[src/rtl/wdt_pkg.sv]
package wdt_pkg;
  localparam int WDT_SEL_W = 2;

  typedef enum logic {PH_LONG = 1'b0, PH_RUN = 1'b1} wdt_phase_e;

  typedef struct packed {
    logic                 timeout_mode;
    logic [WDT_SEL_W-1:0] per_sel;
  } wdt_cfg_t;

  function automatic logic parity_even(input logic [7:0] b);
    return ~(^b);
  endfunction
endpackage

[src/rtl/wdt_cmd_decode.sv]
module wdt_cmd_decode
  import wdt_pkg::*;
(
  input  logic       wr_valid,
  input  logic       wr_ready,
  input  logic [7:0] wr_data,
  output logic       trig_good,
  output logic       trig_bad,
  output wdt_cfg_t   cfg_new
);
  logic take;
  assign take      = wr_valid & wr_ready;
  assign trig_good = take & parity_even(wr_data);
  assign trig_bad  = take & ~parity_even(wr_data);
  assign cfg_new.timeout_mode = wr_data[6];
  assign cfg_new.per_sel      = wr_data[4 +: WDT_SEL_W];
endmodule

[src/rtl/wdt_limits.sv]
module wdt_limits
  import wdt_pkg::*;
#(
  parameter int BASE_CYC = 1000,
  parameter int TW       = 16
) (
  input  logic [WDT_SEL_W-1:0] per_sel,
  output logic [TW-1:0]        closed_lim,
  output logic [TW-1:0]        open_lim
);
  localparam int SEL_N = 1 << WDT_SEL_W;
  logic [TW-1:0] closed_tab [SEL_N];
  logic [TW-1:0] open_tab   [SEL_N];

  for (genvar i = 0; i < SEL_N; i++) begin : g_per
    localparam int PER = BASE_CYC << i;
    assign closed_tab[i] = TW'(PER * 3 / 5);
    assign open_tab[i]   = TW'(PER * 6 / 5);
  end

  assign closed_lim = closed_tab[per_sel];
  assign open_lim   = open_tab[per_sel];
endmodule

[src/rtl/wdt_fail_ctr.sv]
module wdt_fail_ctr #(
  parameter int CNT_W = 2
) (
  input  logic             clk,
  input  logic             rst,
  input  logic             fail,
  input  logic             clear,
  input  logic             limit_two,
  output logic [CNT_W-1:0] cnt,
  output logic             restart_req,
  output logic             failsafe_req
);
  localparam logic [CNT_W-1:0] CNT_MAX = '1;
  logic [CNT_W-1:0] cnt_q, cnt_nxt, lim;
  logic             restart_q;

  assign cnt_nxt = (cnt_q == CNT_MAX) ? CNT_MAX : cnt_q + 1'b1;
  assign lim     = limit_two ? CNT_W'(2) : CNT_W'(1);

  always_ff @(posedge clk) begin
    if (rst) begin
      cnt_q     <= '0;
      restart_q <= 1'b0;
    end else begin
      restart_q <= fail && (cnt_nxt >= lim);
      if (fail)       cnt_q <= cnt_nxt;
      else if (clear) cnt_q <= '0;
    end
  end

  assign cnt          = cnt_q;
  assign restart_req  = restart_q;
  assign failsafe_req = (cnt_q == CNT_MAX);
endmodule

[src/rtl/wdt_spi_window.sv]
module wdt_spi_window
  import wdt_pkg::*;
#(
  parameter int BASE_CYC = 1000,
  parameter int LONG_CYC = 25000,
  parameter int CNT_W    = 2
) (
  input  logic             clk,
  input  logic             rst,
  input  logic             wr_valid,
  output logic             wr_ready,
  input  logic [7:0]       wr_data,
  input  logic             fail_limit_two,
  input  logic             rearm,
  output logic             fail_pulse,
  output logic [CNT_W-1:0] fail_cnt,
  output logic             restart_req,
  output logic             failsafe_req,
  output logic             chk_err,
  output logic             long_open
);
  localparam int SEL_N    = 1 << WDT_SEL_W;
  localparam int OPEN_MAX = (BASE_CYC << (SEL_N - 1)) * 6 / 5;
  localparam int SPAN     = (LONG_CYC > OPEN_MAX) ? LONG_CYC : OPEN_MAX;
  localparam int TW       = $clog2(SPAN + 1);

  wdt_phase_e    phase_q;
  wdt_cfg_t      cfg_q, cfg_new;
  logic [TW-1:0] cnt_q, closed_lim, open_lim, win_end;
  logic          ready_q, fail_q, chk_q;
  logic          trig_good, trig_bad, early, accept, fail_ev;

  wdt_cmd_decode u_dec (
    .wr_valid (wr_valid),
    .wr_ready (ready_q),
    .wr_data  (wr_data),
    .trig_good(trig_good),
    .trig_bad (trig_bad),
    .cfg_new  (cfg_new)
  );

  wdt_limits #(.BASE_CYC(BASE_CYC), .TW(TW)) u_lim (
    .per_sel   (cfg_q.per_sel),
    .closed_lim(closed_lim),
    .open_lim  (open_lim)
  );

  // window end and trigger classification
  assign win_end = (phase_q == PH_LONG) ? TW'(LONG_CYC - 1) : open_lim - TW'(1);
  assign early   = (phase_q == PH_RUN) && !cfg_q.timeout_mode && (cnt_q < closed_lim);
  assign accept  = !rearm && trig_good && !early;
  assign fail_ev = !rearm && ((trig_good && early) || (!trig_good && cnt_q == win_end));

  always_ff @(posedge clk) begin
    if (rst) begin
      phase_q <= PH_LONG;
      cnt_q   <= '0;
      cfg_q   <= '0;
      ready_q <= 1'b0;
      fail_q  <= 1'b0;
      chk_q   <= 1'b0;
    end else begin
      ready_q <= 1'b1;
      fail_q  <= fail_ev;
      chk_q   <= trig_bad && !rearm;
      if (rearm || fail_ev) begin
        phase_q <= PH_LONG;
        cnt_q   <= '0;
      end else if (accept) begin
        phase_q <= PH_RUN;
        cnt_q   <= '0;
        cfg_q   <= cfg_new;
      end else begin
        cnt_q <= cnt_q + 1'b1;
      end
    end
  end

  wdt_fail_ctr #(.CNT_W(CNT_W)) u_ctr (
    .clk         (clk),
    .rst         (rst),
    .fail        (fail_ev),
    .clear       (accept),
    .limit_two   (fail_limit_two),
    .cnt         (fail_cnt),
    .restart_req (restart_req),
    .failsafe_req(failsafe_req)
  );

  assign wr_ready   = ready_q;
  assign fail_pulse = fail_q;
  assign chk_err    = chk_q;
  assign long_open  = (phase_q == PH_LONG);
endmodule

[config.mk]
export PLATFORM = sky130hd
export DESIGN_NAME = wdt_spi_window
export DESIGN_NICKNAME = d
export VERILOG_FILES = /design/src/rtl/wdt_pkg.sv /design/src/rtl/wdt_cmd_decode.sv /design/src/rtl/wdt_limits.sv /design/src/rtl/wdt_fail_ctr.sv /design/src/rtl/wdt_spi_window.sv
export SDC_FILE = /design/constraint.sdc
export NUM_CORES = 1
export LEC_CHECK = 0
export ABC_AREA = 1
export CORE_ASPECT_RATIO = 0.6
export CORE_MARGIN = 3
export CORE_UTILIZATION = 30
export DETAILED_ROUTE_END_ITERATION = 10
export HOLD_SLACK_MARGIN = 0.02
export MAX_ROUTING_LAYER = met4
export PLACE_DENSITY = 0.59
export RECOVER_POWER = 100
export SYNTH_ARGS = -nofsm -noshare
export SYNTH_HDL_FRONTEND = slang
export SYNTH_SLANG_ARGS = --single-unit
[constraint.sdc]
create_clock -name clk -period 5.55 [get_ports clk]
set_input_delay 0.555 -clock clk [delete_from_list [all_inputs] [get_ports clk]]
set_output_delay 0.555 -clock clk [all_outputs]
set_load 0.05 [all_outputs]
After elaboration in Yosys (flattened, before gate mapping)
Cells that the tools add are included.

operators by class
  add/subtract/negate cells = 3
  magnitude comparators = 3
  bitwise logic cells = 7
  eq/ne operators = 2
  divide/modulo/power cells = 0
  multiply operators = 0
  shift operators = 0
  reduce and logical (&&, ||, !) cells = 20
  multiplexer cells = 12

operators with widths
  kind                     count
  $mux W15                 5
  $bmux W15 S2             2
  $add A15 B1 Y15 const B  1
  $eq A15 B15 Y1           1
  $lt A15 B15 Y1           1
  $sub A15 B1 Y15 const B  1
  $logic_and A1 B1 Y1      9
  $mux W2                  4
  $reduce_xor A8 Y1        1
  $logic_not A1 Y1         4
  $and A1 B1 Y1            3
  $ge A3 B3 Y1 const B     1
  $not A1 Y1               3
  $not A2 Y3               1
  $reduce_or A3 Y1         1
  $add A2 B1 Y2 const B    1
  $eq A2 B2 Y1 const B     1
  $ge A2 B2 Y1             1
  $logic_or A1 B1 Y1       2
  $reduce_and A2 Y1        1
  $reduce_bool A2 Y1       1
  $reduce_or A2 Y1         1
  $mux W1                  1

storage, ports and cells
  latch bits = 0
  bits in writable memories = 0
  word-level logic and storage cells = 56
  register bits = 25
  input bits = 13
  output and inout port bits = 8
  ROM bits = 0
  memories kept = 0

Longest topological paths before layout
  depth in word-level cells = 13
  gate-level depth with buffers = 16

Hierarchy
Synthesis repeated with hierarchy kept, for this count alone.

unflattened totals
  cells, all modules = 438
  area total of the unflattened synthesis = 2682.6 um^2

modules (own cells, without submodules)
  module          area an instance (um^2)  seq. area each (um^2)  cells each  times used
  wdt_spi_window  2030.7                   440.4                  325         1
  wdt_limits      246.5                    0.0                    32          1
  wdt_cmd_decode  211.5                    0.0                    52          1
  wdt_fail_ctr    193.9                    60.1                   29          1

Worst setup path after synthesis
No wires, ideal clock.

  kind = flip-flop to flip-flop
  start point = reg cfg_q[0] (netlist name)
  end point = reg cfg_q[0] (netlist name)
  setup time = 0.125 ns
  setup slack = 3.587 ns
  clock period less this slack = 1.963 ns
  arrival = 1.838 ns
  stages on the path, launching flop included = 11
  cell sequence = dfxtp_1 -> inv_1 -> ha_1 -> ha_1 -> nand2_1 -> o21ai_0 -> a21oi_1 -> nand3_1 -> nand3_1 -> o21ai_0 -> a21oi_1

on the way
  word-level cells in the longest chain between the ends = 13
  elaborated cells on any way between the ends = 21
  those cells by class = add/sub: 1; order compare: 1; eq/ne: 1; mux: 7; bitwise: 2; reduce/logical: 9

RTL lines
  element                                      line                                RTL
  from (decl)                                  wdt_spi_window.sv:28                wdt_cfg_t cfg_q, cfg_new;
  from (signal assigned)                       wdt_spi_window.sv:72                cfg_q <= cfg_new;
  $not A2 Y3 (implied by the code) *           wdt_limits.sv:21, wdt_limits.sv:22
  $bmux W15 S2                                 wdt_limits.sv:22                    assign open_lim = open_tab[per_sel];
  $mux W15 (implied by the code) (2 in a row)  wdt_limits.sv:22
  $sub A15 B1 Y15                              wdt_spi_window.sv:49                assign win_end = (phase_q == PH_LONG) ? TW'(LONG_CYC - 1) : open_lim - TW'(1);
  $mux W15                                     wdt_spi_window.sv:49
  $eq A15 B15 Y1                               wdt_spi_window.sv:52                assign fail_ev = !rearm && ((trig_good && early) || (!trig_good && cnt_q == win_end));
  $logic_and A1 B1 Y1                          wdt_spi_window.sv:52
  $logic_or A1 B1 Y1                           wdt_spi_window.sv:52
  $logic_and A1 B1 Y1                          wdt_spi_window.sv:52
  $logic_or A1 B1 Y1                           wdt_spi_window.sv:66                if (rearm || fail_ev) begin
  $not A1 Y1 (no source line)                  --
  $reduce_and A2 Y1 (no source line) *         --

Every way passes the cells marked *; elsewhere a longest branch is shown, timed or not. The select of a mux whose other input is x is not followed.
A chain may end at the register's enable or synchronous reset.

Worst setup path in the final report
  start point = reg cfg_q[1] (netlist name)
  end point = reg cnt_q[13]

on the way
  word-level cells in the longest chain between the ends = 12
  elaborated cells on any way between the ends = 20
  those cells by class = add/sub: 1; order compare: 1; eq/ne: 1; mux: 7; bitwise: 1; reduce/logical: 9

RTL lines
  element                                      line                                RTL
  $not A2 Y3 (implied by the code) *           wdt_limits.sv:21, wdt_limits.sv:22
  $bmux W15 S2                                 wdt_limits.sv:22
  $mux W15 (implied by the code) (2 in a row)  wdt_limits.sv:22
  $sub A15 B1 Y15                              wdt_spi_window.sv:49
  $mux W15                                     wdt_spi_window.sv:49
  $eq A15 B15 Y1                               wdt_spi_window.sv:52
  $logic_and A1 B1 Y1                          wdt_spi_window.sv:52
  $logic_or A1 B1 Y1                           wdt_spi_window.sv:52
  $logic_and A1 B1 Y1                          wdt_spi_window.sv:52
  $logic_or A1 B1 Y1                           wdt_spi_window.sv:66
  $reduce_or A3 Y1 (no source line) *          --
  to (signal assigned)                         wdt_spi_window.sv:74                cnt_q <= cnt_q + 1'b1;
  to (decl)                                    wdt_spi_window.sv:29                logic [TW-1:0] cnt_q, closed_lim, open_lim, win_end;

Marked as above.

==> metrics.cfg <==
[outcome]
outcome=complete, no violations

[critical_path]
worstPathArrival_ns=2.82
crit_chain=inv_1, ha_1, inv_1, nand3_1, nand4_1, nand3_1, nand2_1, nand2_1, nand2_1, nand3_1, nor3b_1
cp_slowest_stage_delay_ns=0.47
rrSetupSlack_ns=2.92
worstPathRequired_ns=5.74
end_kind=flop
critPathSlowestCell=dfxtp_1
reg2reg_depth=11
r2r-end=cnt_q[13]
regToRegStartpoint=cfg_q[1]
crit_fanout=15
crit_type=reg -> reg
critPathLaunchType=flop
crit_end=cnt_q[13]
crit_start=cfg_q[1]

[cts]
h-tree-depth=1
numCtsBuffers=3
root_buffer=clkbuf_8
clock-sinks=25
post_cts_buffers=0
cts_tree=yes
cts-resized-gates=0
clkLatencyLatePin_ns=0.28
cts.clk_slew.worst_paths_ns=0.10
cts_buffer_depth=2
cts_hold_buffers=0

[sta]
timing.hold.ws_ns=0.449
fin_crit_ns=2.63
hold_viol_final=0
clock-skew-final_ns=0.00644
setup_viol=0
rsz0062_at_grt=false
min_period_over_period_pct=47.4
fmax_ghz=0.380
slew_violations=0
tns_ns=0
tightest_slew_ns=0.686
slew_headroom_pct=54.1

[power]
swShare_pct=29.6
power_density_nw_per_um2=178
pwr-share-seq_pct=50.5
p_leak_nw=0.839
p_int_mw=0.262
power_frac_comb_pct=18.8
irDropWorstVdd_mv=0.0950
clkPwrFrac_pct=30.7
p_sw_mw=0.110

[layout]
design_area_um2=2080
antenna_cells=0
seq_area_um2=500
drive_gt1_share_pct=6.99
fill_cells=642
final_util_pct=36.7
final_common_cell=nand2_1
area_growth_pct=15.9
final_cell_mix=nand2_1, inv_1, nor2_1
nets=305
multiInputGateArea_um2=1100

[routing]
routed_wirelength_mm=4.04
ant_nets=0
avgRoutedWirePerCell_um=11.5
post-route-drc-count=0
viasPerCell=4.47
drtIter0Drc=86
vias=1572
first_pass_iters=4

[global_routing]
grt_pass1_vias=1356
antenna_found_initial=0
track_usage_pct=12.4
grt_start_max_net_pins=18
grt_overflow=0
grt_pass1_wl_mm=6.69

[synth]
synth_area_leader_cell=dfxtp_1
synthArstFlopShare_pct=0
seq_area_frac_synth_pct=27.8
synth.distinct_cells=31
avgSynthCellArea_um2=7.13
ys_seq_elements=25
synth-edff-count=0
synth_ff_type=dfxtp_1
yosysWarnings=0
synthTopCellsByArea=dfxtp_1, ha_1, nand2_1
synth_cells=252
synth_top_area_share_pct=27.8
syn-num-nets=284
syn-cell-area_um2=1800

[die]
core_um2=5680
chipWidth_um=106
initial_core_util_pct=31.7
core.rowCount=21
die_area_um2=6990
pin_count=21
die_h_um=66.0

[place]
dp_hpwl_mm=3.27
port-buffer-count=20
place_area_um2=2060
routabilityCongestion=0.790

[worst_hold_path]
min_from=cfg_q[2]
hold_class=reg -> reg

[job]
cap_violations=0

-- how the worst min path moves through the flow --
stage               depth (start not counted)       end
floorplan                                   1  cnt_q[0]
detailed placement                          2  cfg_q[2]
finish                                      2  cfg_q[2]
global placement                            1  cnt_q[0]
CTS                                         2  cfg_q[2]
global route                                2  cfg_q[2]
-- metrics by stage --
step                instances  setup WS, ns  power [mW]
finish                    352          2.92       0.371
CTS                       352          3.13       0.379
global route              352          2.60       0.395
detailed placement        348          3.09       0.264
global placement          348          3.15       0.263
floorplan                 252          3.59       0.243
-- metal layers --
metal / share of wire [%] / GRT usage [%]
met5: 0 / -
met1: 62 / 20.8
met3: 3.3 / 2.63
met4: 0 / 1.94
met2: 35 / 14.0
-- power by group through the flow --
stage | registers, mW | clock network [mW] | logic (mW)
floorplan | 0.196 | 0 | 0.0469
global placement | 0.192 | 0 | 0.0712
detailed placement | 0.192 | 0 | 0.0722
CTS | 0.188 | 0.118 | 0.0729
global route | 0.188 | 0.129 | 0.0785
finish | 0.188 | 0.114 | 0.0699
-- kinds of logic after synthesis --
| logic type | Yosys count | share of synthesized area [%] |
|---|---|---|
| and+or+nand+nor | 131 | 34.7 |
| buffers and inverters | 39 | 9.60 |
| DFF | 25 | 27.8 |
| AOI/OAI and AO/OA | 24 | 7.79 |
| adders and majority gates | 19 | 13.2 |
| xor gates and xnor gates | 14 | 6.82 |
-- state kept, by name, summed over array words and instances, names as in the netlist --
signal             count
fail_pulse             1
wr_ready               1
cnt_q                 15
cfg_q                  3
chk_err                1
phase_q                1
u_ctr.restart_req      1
u_ctr.cnt              2
-- cell type report --
type	instances	share of cell area (%)
clock inverters	1	0.360
clock buffers	3	1.98
multi-input cells	188	52.9
repair buffers	20	9.61
inverters	35	6.31
flip-flops and latches	25	24.0
well taps	80	4.80
-- Yosys cell counts, types with 3 or more instances --
master,number
o21ai_0,6
dfxtp_1,25
nand3_2,4
ha_1,19
a21oi_2,3
xnor2_1,6
a21oi_1,11
nand4_1,6
inv_1,32
nor3_1,3
nand2_1,59
nor2_1,26
nand3_1,20
xor2_1,8
inv_2,3
-- worst max-delay path: cells and delay by family, from the launching register on --
kind / cells / cell delay (ns)
fa+ha+maj: 1 / 0.34
buf+inv: 2 / 0.33
flops: 1 / 0.47
simple gates: 8 / 1.40
No activity file was read; power rests on OpenSTA's default activity.
